**src/rtl/tc_pkg.sv**
```systemverilog
package tc_pkg;
  typedef enum logic {
    ACC_LO_ONLY = 1'b0,
    ACC_LO_HI   = 1'b1
  } acc_e;

  typedef enum logic {
    PTR_LO = 1'b0,
    PTR_HI = 1'b1
  } ptr_e;
endpackage

```
**src/rtl/tc_pulse_det.sv**
```systemverilog
module tc_pulse_det (
  input  logic clk_i,
  input  logic rst_ni,
  input  logic tclk_i,
  input  logic gate_i,
  output logic pulse_o,
  output logic gate_s_o
);
  logic tclk_q, armed_q, gate_q;
  logic rise, fall;

  assign rise = tclk_i & ~tclk_q;
  assign fall = ~tclk_i & tclk_q;

  always_ff @(posedge clk_i or negedge rst_ni) begin
    if (!rst_ni) begin
      tclk_q  <= 1'b0;
      armed_q <= 1'b0;
      gate_q  <= 1'b0;
    end else begin
      tclk_q <= tclk_i;
      if (rise) begin
        armed_q <= 1'b1;
        gate_q  <= gate_i;
      end else if (fall) begin
        armed_q <= 1'b0;
      end
    end
  end

  // pulse completes on the falling transition after a seen rise
  assign pulse_o  = fall & armed_q;
  assign gate_s_o = gate_q;

  p_no_back_to_back_r9: assert property (@(posedge clk_i) disable iff (!rst_ni)
    pulse_o |=> !pulse_o);
endmodule

```
**src/rtl/tc_count_reg.sv**
```systemverilog
module tc_count_reg
  import tc_pkg::*;
#(
  parameter int BYTE_W = 8,
  localparam int CNT_W = 2 * BYTE_W
) (
  input  logic              clk_i,
  input  logic              rst_ni,
  input  logic              cw_wr_i,
  input  logic              two_byte_i,
  input  logic              wr_i,
  input  logic [BYTE_W-1:0] data_i,
  input  logic              pulse_i,
  output logic [CNT_W-1:0]  cr_o,
  output logic              load_req_o,
  output logic              hold_o,
  output logic              null_o
);
  acc_e              acc;
  ptr_e              ptr_q;
  logic [BYTE_W-1:0] lo_q;
  logic [CNT_W-1:0]  cr_q;
  logic              req_q, hold_q, null_q;

  assign acc = acc_e'(two_byte_i);

  always_ff @(posedge clk_i or negedge rst_ni) begin
    if (!rst_ni) begin
      ptr_q  <= PTR_LO;
      lo_q   <= '0;
      cr_q   <= '0;
      req_q  <= 1'b0;
      hold_q <= 1'b0;
      null_q <= 1'b0;
    end else if (cw_wr_i) begin
      ptr_q  <= PTR_LO;
      req_q  <= 1'b0;
      hold_q <= 1'b0;
      null_q <= 1'b1;
    end else if (wr_i) begin
      if (acc == ACC_LO_ONLY) begin
        cr_q   <= {{BYTE_W{1'b0}}, data_i};
        req_q  <= 1'b1;
        null_q <= 1'b1;
      end else if (ptr_q == PTR_LO) begin
        lo_q   <= data_i;
        ptr_q  <= PTR_HI;
        hold_q <= 1'b1;
      end else begin
        cr_q   <= {data_i, lo_q};
        ptr_q  <= PTR_LO;
        hold_q <= 1'b0;
        req_q  <= 1'b1;
        null_q <= 1'b1;
      end
    end else if (pulse_i && req_q) begin
      req_q  <= 1'b0;
      null_q <= 1'b0;
    end
  end

  assign cr_o       = cr_q;
  assign load_req_o = req_q;
  assign hold_o     = hold_q;
  assign null_o     = null_q;

  p_null_clear_on_load_r10: assert property (@(posedge clk_i) disable iff (!rst_ni)
    (pulse_i && req_q && !wr_i && !cw_wr_i) |=> !null_o);
  p_cw_cancels_load_r1: assert property (@(posedge clk_i) disable iff (!rst_ni)
    cw_wr_i |=> (!load_req_o && !hold_o));
endmodule

```
**src/rtl/tc_count_elem.sv**
```systemverilog
module tc_count_elem #(
  parameter int CNT_W = 16
) (
  input  logic             clk_i,
  input  logic             rst_ni,
  input  logic             pulse_i,
  input  logic             gate_s_i,
  input  logic             load_i,
  input  logic [CNT_W-1:0] cr_i,
  input  logic             hold_i,
  input  logic             stop_i,
  input  logic             clr_i,
  output logic [CNT_W-1:0] count_o,
  output logic             out_o
);
  localparam logic [CNT_W-1:0] ONE = CNT_W'(1);

  logic [CNT_W-1:0] ce_q;
  logic             run_q, out_q, dec;

  assign dec = pulse_i & run_q & ~hold_i & gate_s_i;

  always_ff @(posedge clk_i or negedge rst_ni) begin
    if (!rst_ni) begin
      ce_q  <= '0;
      run_q <= 1'b0;
      out_q <= 1'b0;
    end else if (stop_i || clr_i) begin
      out_q <= 1'b0;
      if (stop_i) run_q <= 1'b0;
    end else if (load_i) begin
      ce_q  <= cr_i;
      run_q <= 1'b1;
    end else if (dec) begin
      ce_q <= ce_q - ONE;
      if (ce_q == ONE) out_q <= 1'b1;
    end
  end

  assign count_o = ce_q;
  assign out_o   = out_q;

  p_load_exact_r3: assert property (@(posedge clk_i) disable iff (!rst_ni)
    (load_i && !clr_i && !stop_i) |=> (count_o == $past(cr_i)));
  p_gate_low_holds_r4: assert property (@(posedge clk_i) disable iff (!rst_ni)
    (pulse_i && !gate_s_i && !load_i) |=> $stable(count_o));
  p_out_rise_at_zero_r5: assert property (@(posedge clk_i) disable iff (!rst_ni)
    $rose(out_o) |-> (count_o == '0));
  p_out_sticks_r5: assert property (@(posedge clk_i) disable iff (!rst_ni)
    (out_o && !clr_i && !stop_i) |=> out_o);
  p_freeze_r7: assert property (@(posedge clk_i) disable iff (!rst_ni)
    (hold_i && !load_i) |=> $stable(count_o));
endmodule

```
**src/rtl/tc_intr_counter.sv**
```systemverilog
module tc_intr_counter #(
  parameter int BYTE_W = 8,
  localparam int CNT_W = 2 * BYTE_W
) (
  input  logic              clk_i,
  input  logic              rst_ni,
  input  logic              tclk_i,
  input  logic              gate_i,
  input  logic              cw_wr_i,
  input  logic              two_byte_i,
  input  logic              data_wr_i,
  input  logic [BYTE_W-1:0] data_i,
  output logic              out_o,
  output logic              null_o,
  output logic [CNT_W-1:0]  count_o
);
  logic             pulse, gate_s, load_req, hold;
  logic [CNT_W-1:0] cr;

  tc_pulse_det u_pdet (
    .clk_i   (clk_i),
    .rst_ni  (rst_ni),
    .tclk_i  (tclk_i),
    .gate_i  (gate_i),
    .pulse_o (pulse),
    .gate_s_o(gate_s)
  );

  tc_count_reg #(.BYTE_W(BYTE_W)) u_creg (
    .clk_i     (clk_i),
    .rst_ni    (rst_ni),
    .cw_wr_i   (cw_wr_i),
    .two_byte_i(two_byte_i),
    .wr_i      (data_wr_i),
    .data_i    (data_i),
    .pulse_i   (pulse),
    .cr_o      (cr),
    .load_req_o(load_req),
    .hold_o    (hold),
    .null_o    (null_o)
  );

  tc_count_elem #(.CNT_W(CNT_W)) u_elem (
    .clk_i   (clk_i),
    .rst_ni  (rst_ni),
    .pulse_i (pulse),
    .gate_s_i(gate_s),
    .load_i  (pulse & load_req),
    .cr_i    (cr),
    .hold_i  (hold),
    .stop_i  (cw_wr_i),
    .clr_i   (data_wr_i),
    .count_o (count_o),
    .out_o   (out_o)
  );

  p_cw_out_low_r1: assert property (@(posedge clk_i) disable iff (!rst_ni)
    cw_wr_i |=> !out_o);
  p_write_out_low_r6: assert property (@(posedge clk_i) disable iff (!rst_ni)
    data_wr_i |=> !out_o);
endmodule

```
**config.mk**
```make
export PLATFORM = sky130hd
export DESIGN_NAME = tc_intr_counter
export DESIGN_NICKNAME = d
export VERILOG_FILES = /design/src/rtl/tc_pkg.sv /design/src/rtl/tc_pulse_det.sv /design/src/rtl/tc_count_reg.sv /design/src/rtl/tc_count_elem.sv /design/src/rtl/tc_intr_counter.sv
export SDC_FILE = /design/constraint.sdc
export NUM_CORES = 1
export LEC_CHECK = 0
export ABC_AREA = 1
export CORE_UTILIZATION = 50
export CTS_BUF_LIST = sky130_fd_sc_hd__clkbuf_4 sky130_fd_sc_hd__clkbuf_8 sky130_fd_sc_hd__clkbuf_16
export CTS_CLUSTER_DIAMETER = 60
export CTS_CLUSTER_SIZE = 30
export DETAILED_ROUTE_END_ITERATION = 7
export DONT_BUFFER_PORTS = 1
export GPL_TIMING_DRIVEN = 0
export PLACE_DENSITY = 0.66
export SLEW_MARGIN = 20
export SYNTH_ARGS = -nofsm -noshare
export SYNTH_HDL_FRONTEND = slang
export SYNTH_SLANG_ARGS = --single-unit
```
**constraint.sdc**
```tcl
create_clock -name clk_i -period 1.81 [get_ports clk_i]
set_input_delay 0.362 -clock clk_i [delete_from_list [all_inputs] [get_ports clk_i]]
set_output_delay 0.362 -clock clk_i [all_outputs]
set_load 0.05 [all_outputs]
```
==> flow_results.org <==
** Outcome
- Status :: finished, final reports clean

** Hold path
- Hold Path Origin :: tclk_i
- Type of the most critical hold path :: input port to flop

** Drt
- Routed vias :: 2205
- Using the TritonRoute via totals, the vias-per-cell ratio works out to approximately 5.2.
- The final layout contains routed wiring with a total length of 5992 um.
- DRT iter0 DRCs :: roughly 210
- Mean routed wirelength per cell :: 14.20 um
- Number of detailed-route iterations in the first pass :: 4
- After detailed routing, the number of remaining DRC violations is 0.
- Residual antenna-violating net count after detailed routing :: 0

** Clock network
- Clock input transition at the sequential cells of the worst setup and hold paths :: 0.09 ns
- Number of buffers inserted during clock tree synthesis :: 5
- The clock reaches the later pin of the worst-skew pair after 0.30 ns.
- The number of setup buffers added after CTS is 0.
- TritonCTS built the clock tree.
- In this run the clock root is driven by a clkbuf_8.
- Clock tree buffer depth :: 2
- For this design, the sink count on the clock tree is 48.
- H-Tree Level Count :: 2

** Timing
- For this run, the top clock speed supported by timing is 589.4 MHz.
- Max-Slew Margin vs Limit :: 0.6083
- Between clock sinks in the finished design, the worst skew comes to 0.005304 ns.
- For the pin with the worst max-slew slack, the measured transition is a little under 0.6 ns.
- The total count of max-transition violations in the final report was 0.
- Fin crit period :: about 1.7 ns
- Final setup viols :: 0
- Dividing the final minimum period by the clock period gives 0.9374.
- RSZ-0062 raised after global routing :: false
- The number of hold-slack violations in the final timing report came to 0.
- Worst Setup Slack, final :: 0.1132 ns
- Adding up every negative setup slack in the final design gives 0 ns.

** GRT
- The first global-routing pass estimated 10020 um of wire.
- Summed over all layers, the global routing overflow is 0.
- Antenna violations before repair :: 0
- Vias in the first global route :: 2091
- Total track usage :: 0.2387
- Maximum number of pins on one net before global-route repair :: about 50

** Synth
- After synthesis, the largest family of logic cells by area is simple AND/OR/NAND/NOR gates.
- Synthesized-area fraction occupied by adder cells :: 0.01883
- Synthesis Warnings :: 0
- Number of standard cells after synthesis :: ~340
- Number of nets produced by synthesis :: 361
- Averaged over all synthesized cells, the footprint is 7.771 um^2.
- Synthesis inferred 48 register bits.
- Of the total synthesized cell area, the portion taken by AND, OR, NAND and NOR gates is 0.3202.
- The netlist uses 30 different library cells.
- Sequential-to-total area share from yosys stat :: 0.4520
- Measured against the total synthesized area, the mux share comes to 0.01271.
- Xor/xnor share of the synthesized area :: 0
- Post-synthesis compound-gate area fraction :: 0.1073
- In this run the cell area of the synthesized design comes to 2658 um^2.

** Floorplanning
- The die covers 5611 um^2.
- Number of placement rows :: 26
- In this run the count of I/O pins placed on the die edge is 33.
- Die boundary width :: between 70 and 80 um
- Core box area :: 5107 um^2
- The initial utilization of the core area, before any placement, comes to 0.5203.
- Floorplan die height :: 74.91 um

** Cells and area
- Nets :: 370
- From synthesis to final layout, the design area changed by 9.134%.
- Fill cells in the final layout number 480.
- Layout cell share with drive strength beyond 1 :: 0.1477
- The repair_antennas step left the layout with diodes totalling 0.
- Final instance count without filler cells :: between 400 and 500
- Summing all non-filler instances in the final layout gives an area of just under 3000 um^2.

** Place
- Placer's final routability congestion estimate :: 0.8362
- At the placement stage, the worst setup path has a slack of -0.02808 ns.
- Cells after DPL :: ~410
- Once detailed placement completed, the half-perimeter wirelength came to about 4400 um.
- During placement, the flow inserted port buffers numbering 0.
- After detailed placement, the total cell area comes to about 2700 um^2.

** Flow run
- Across the run, the number of max-cap violations was 0.

** Power
- Total power draw :: 2340 uW
- In this run the static leakage power is 0.001418 uW.
- IR analysis of the VDD net gives a maximum drop of about 640 uV.
- Power spread over the standard cell area amounts to 806.7 nW/um^2.

** Setup path
- Setup crit start kind :: flop
- Along the worst path, the maximum fanout reaches 5.
- STA classifies the critical path endpoint as a flop.
- Launch instance of the worst register-to-register path :: u_elem.count_o[0]
- The setup path with the least slack is of type flop to flop.
- Critical Path RT :: around 2 ns
- For the worst setup path, the data arrival time is 1.89 ns.
- In this run the worst setup path begins at u_elem.count_o[0].
==> Yosys cell counts <==
| master | n | area share |
|---|---|---|
| nand3b_1 | 1 | 0.0028 |
| nand4_1 | 2 | 0.0047 |
| nor3_4 | 1 | 0.0061 |
| nor2_2 | 2 | 0.0047 |
| nand2_1 | 116 | 0.16 |
| inv_1 | 29 | 0.041 |
| o21ai_1 | 1 | 0.0019 |
| nor2_4 | 3 | 0.013 |
| o31ai_2 | 2 | 0.0094 |
| nand4_4 | 1 | 0.0080 |
| inv_2 | 2 | 0.0028 |
| o31ai_1 | 4 | 0.011 |
| o21ai_0 | 24 | 0.045 |
| buf_4 | 1 | 0.0028 |
| nor2_1 | 37 | 0.052 |
| nand2_4 | 2 | 0.0085 |
| nand3_1 | 28 | 0.053 |
| o22ai_2 | 1 | 0.0047 |
| inv_4 | 1 | 0.0024 |
| buf_2 | 3 | 0.0056 |
| clkinv_2 | 1 | 0.0019 |
| buf_6 | 7 | 0.030 |
| clkbuf_1 | 2 | 0.0028 |
| nand3_2 | 1 | 0.0038 |
| a21oi_1 | 5 | 0.0094 |
| ha_1 | 4 | 0.019 |
| mux2_2 | 3 | 0.013 |
| o211ai_1 | 4 | 0.011 |
| dfrtp_1 | 48 | 0.45 |
| a31oi_1 | 6 | 0.014 |
==> placed cells by master, fill, tap and decap left out, types with 2 or more instances in the layout <==
cell      instances
a21oi_1           5
a31oi_1           6
buf_2             3
buf_6             7
clkbuf_1          2
clkbuf_8          6
clkinv_2          2
dfrtp_1          37
dfrtp_2          11
ha_1              4
inv_1            29
inv_2             2
mux2_2            3
nand2_1         116
nand2_4           2
nand3_1          28
nand4_1           2
nor2_1           36
nor2_2            2
nor2_4            4
o211ai_1          4
o21ai_0          24
o31ai_1           4
o31ai_2           2
==> worst paths after layout <==
kind | cells past startpoint | slack, ns | endpoint
max reg2reg | 9 | 0.11 | u_elem.count_o[14]
max in group asynchronous | 2 | 1.00 | u_elem.count_o[1]
min in group asynchronous | 2 | 0.56 | u_elem.count_o[7]
min | 0 | 0.08 | u_pdet.tclk_q
max | 9 | 0.11 | u_elem.count_o[14]
min reg2reg | 2 | 0.49 | u_creg.cr_o[11]
==> per-layer routing <==
metal / track usage / vias to the layer above / routed length [um]
met5: 0 / - / 0
met4: 0.07338 / 0 / 78
met3: 0.04819 / 6 / 310
met2: 0.3854 / 59 / 2866
met1: 0.3248 / 1023 / 2736
li1: - / 1117 / -
==> timing repair <==
| action | CTS | global route |
|---|---|---|
| hold buffers | 2 | 0 |
| cloned | 0 | 0 |
| setup endpoints to repair | 4 | 7 |
| hold endpoints to repair | 48 | 0 |
| resized for setup | 1 | 12 |
==> power breakdown <==
group	switching (uW)	internal [uW]	total [uW]
logic	179	120	300
registers	151	1200	1350
clock network	376	313	689
==> cells by family after synthesis <==
kind of cell               after synthesis
buffers and inverters                   46
adders and majority gates                4
and+or+nand+nor                        194
AOI/OAI and AO/OA                       47
DFF                                     48
muxes                                    3
==> registers in the layout (all words and copies together), names as in the netlist <==
signal / cells
u_pdet.gate_s_o: 1
u_pdet.tclk_q: 1
u_elem.run_q: 1
u_creg.null_o: 1
u_elem.out_o: 1
u_creg.load_req_o: 1
u_creg.lo_q: 8
u_creg.cr_o: 16
u_elem.count_o: 16
u_creg.ptr_q: 1
u_pdet.armed_q: 1
==> through the flow <==
| stage | hold WS [ns] | utilization |
|---|---|---|
| final | 0.07714 | 0.5679 |
| after global routing | 0.05878 | 0.5679 |
| after CTS | 0.06945 | 0.5639 |
| after detailed placement | 0.06761 | 0.5375 |
| after global placement | 0.06740 | 0.5375 |
| after floorplan | 0.06641 | - |
==> worst max-delay path, cell delays in order (launching register included) <==
cell and delay [ns]:
dfrtp_2 0.54, inv_1 0.16, ha_1 0.21, nand2_1 0.15
nor2_4 0.17, nand2_1 0.07, nand2_1 0.05, nand3_1 0.08
nand2_1 0.09, nand2_1 0.05
==> cell type report <==
cell class | instances | area, um^2 | area share
Multi-Input combinational cell | 248 | 1227 | 0.4232
Sequential cell | 48 | 1215 | 0.4189
Inverter | 33 | 127.6 | 0.04400
Buffer | 13 | 108.9 | 0.03753
Tap cell | 70 | 87.58 | 0.03020
Clock buffer | 6 | 82.58 | 0.02847
Timing Repair Buffer | 2 | 37.54 | 0.01294
Clock inverter | 2 | 13.76 | 0.004745
(Power assumes the default switching activity.)
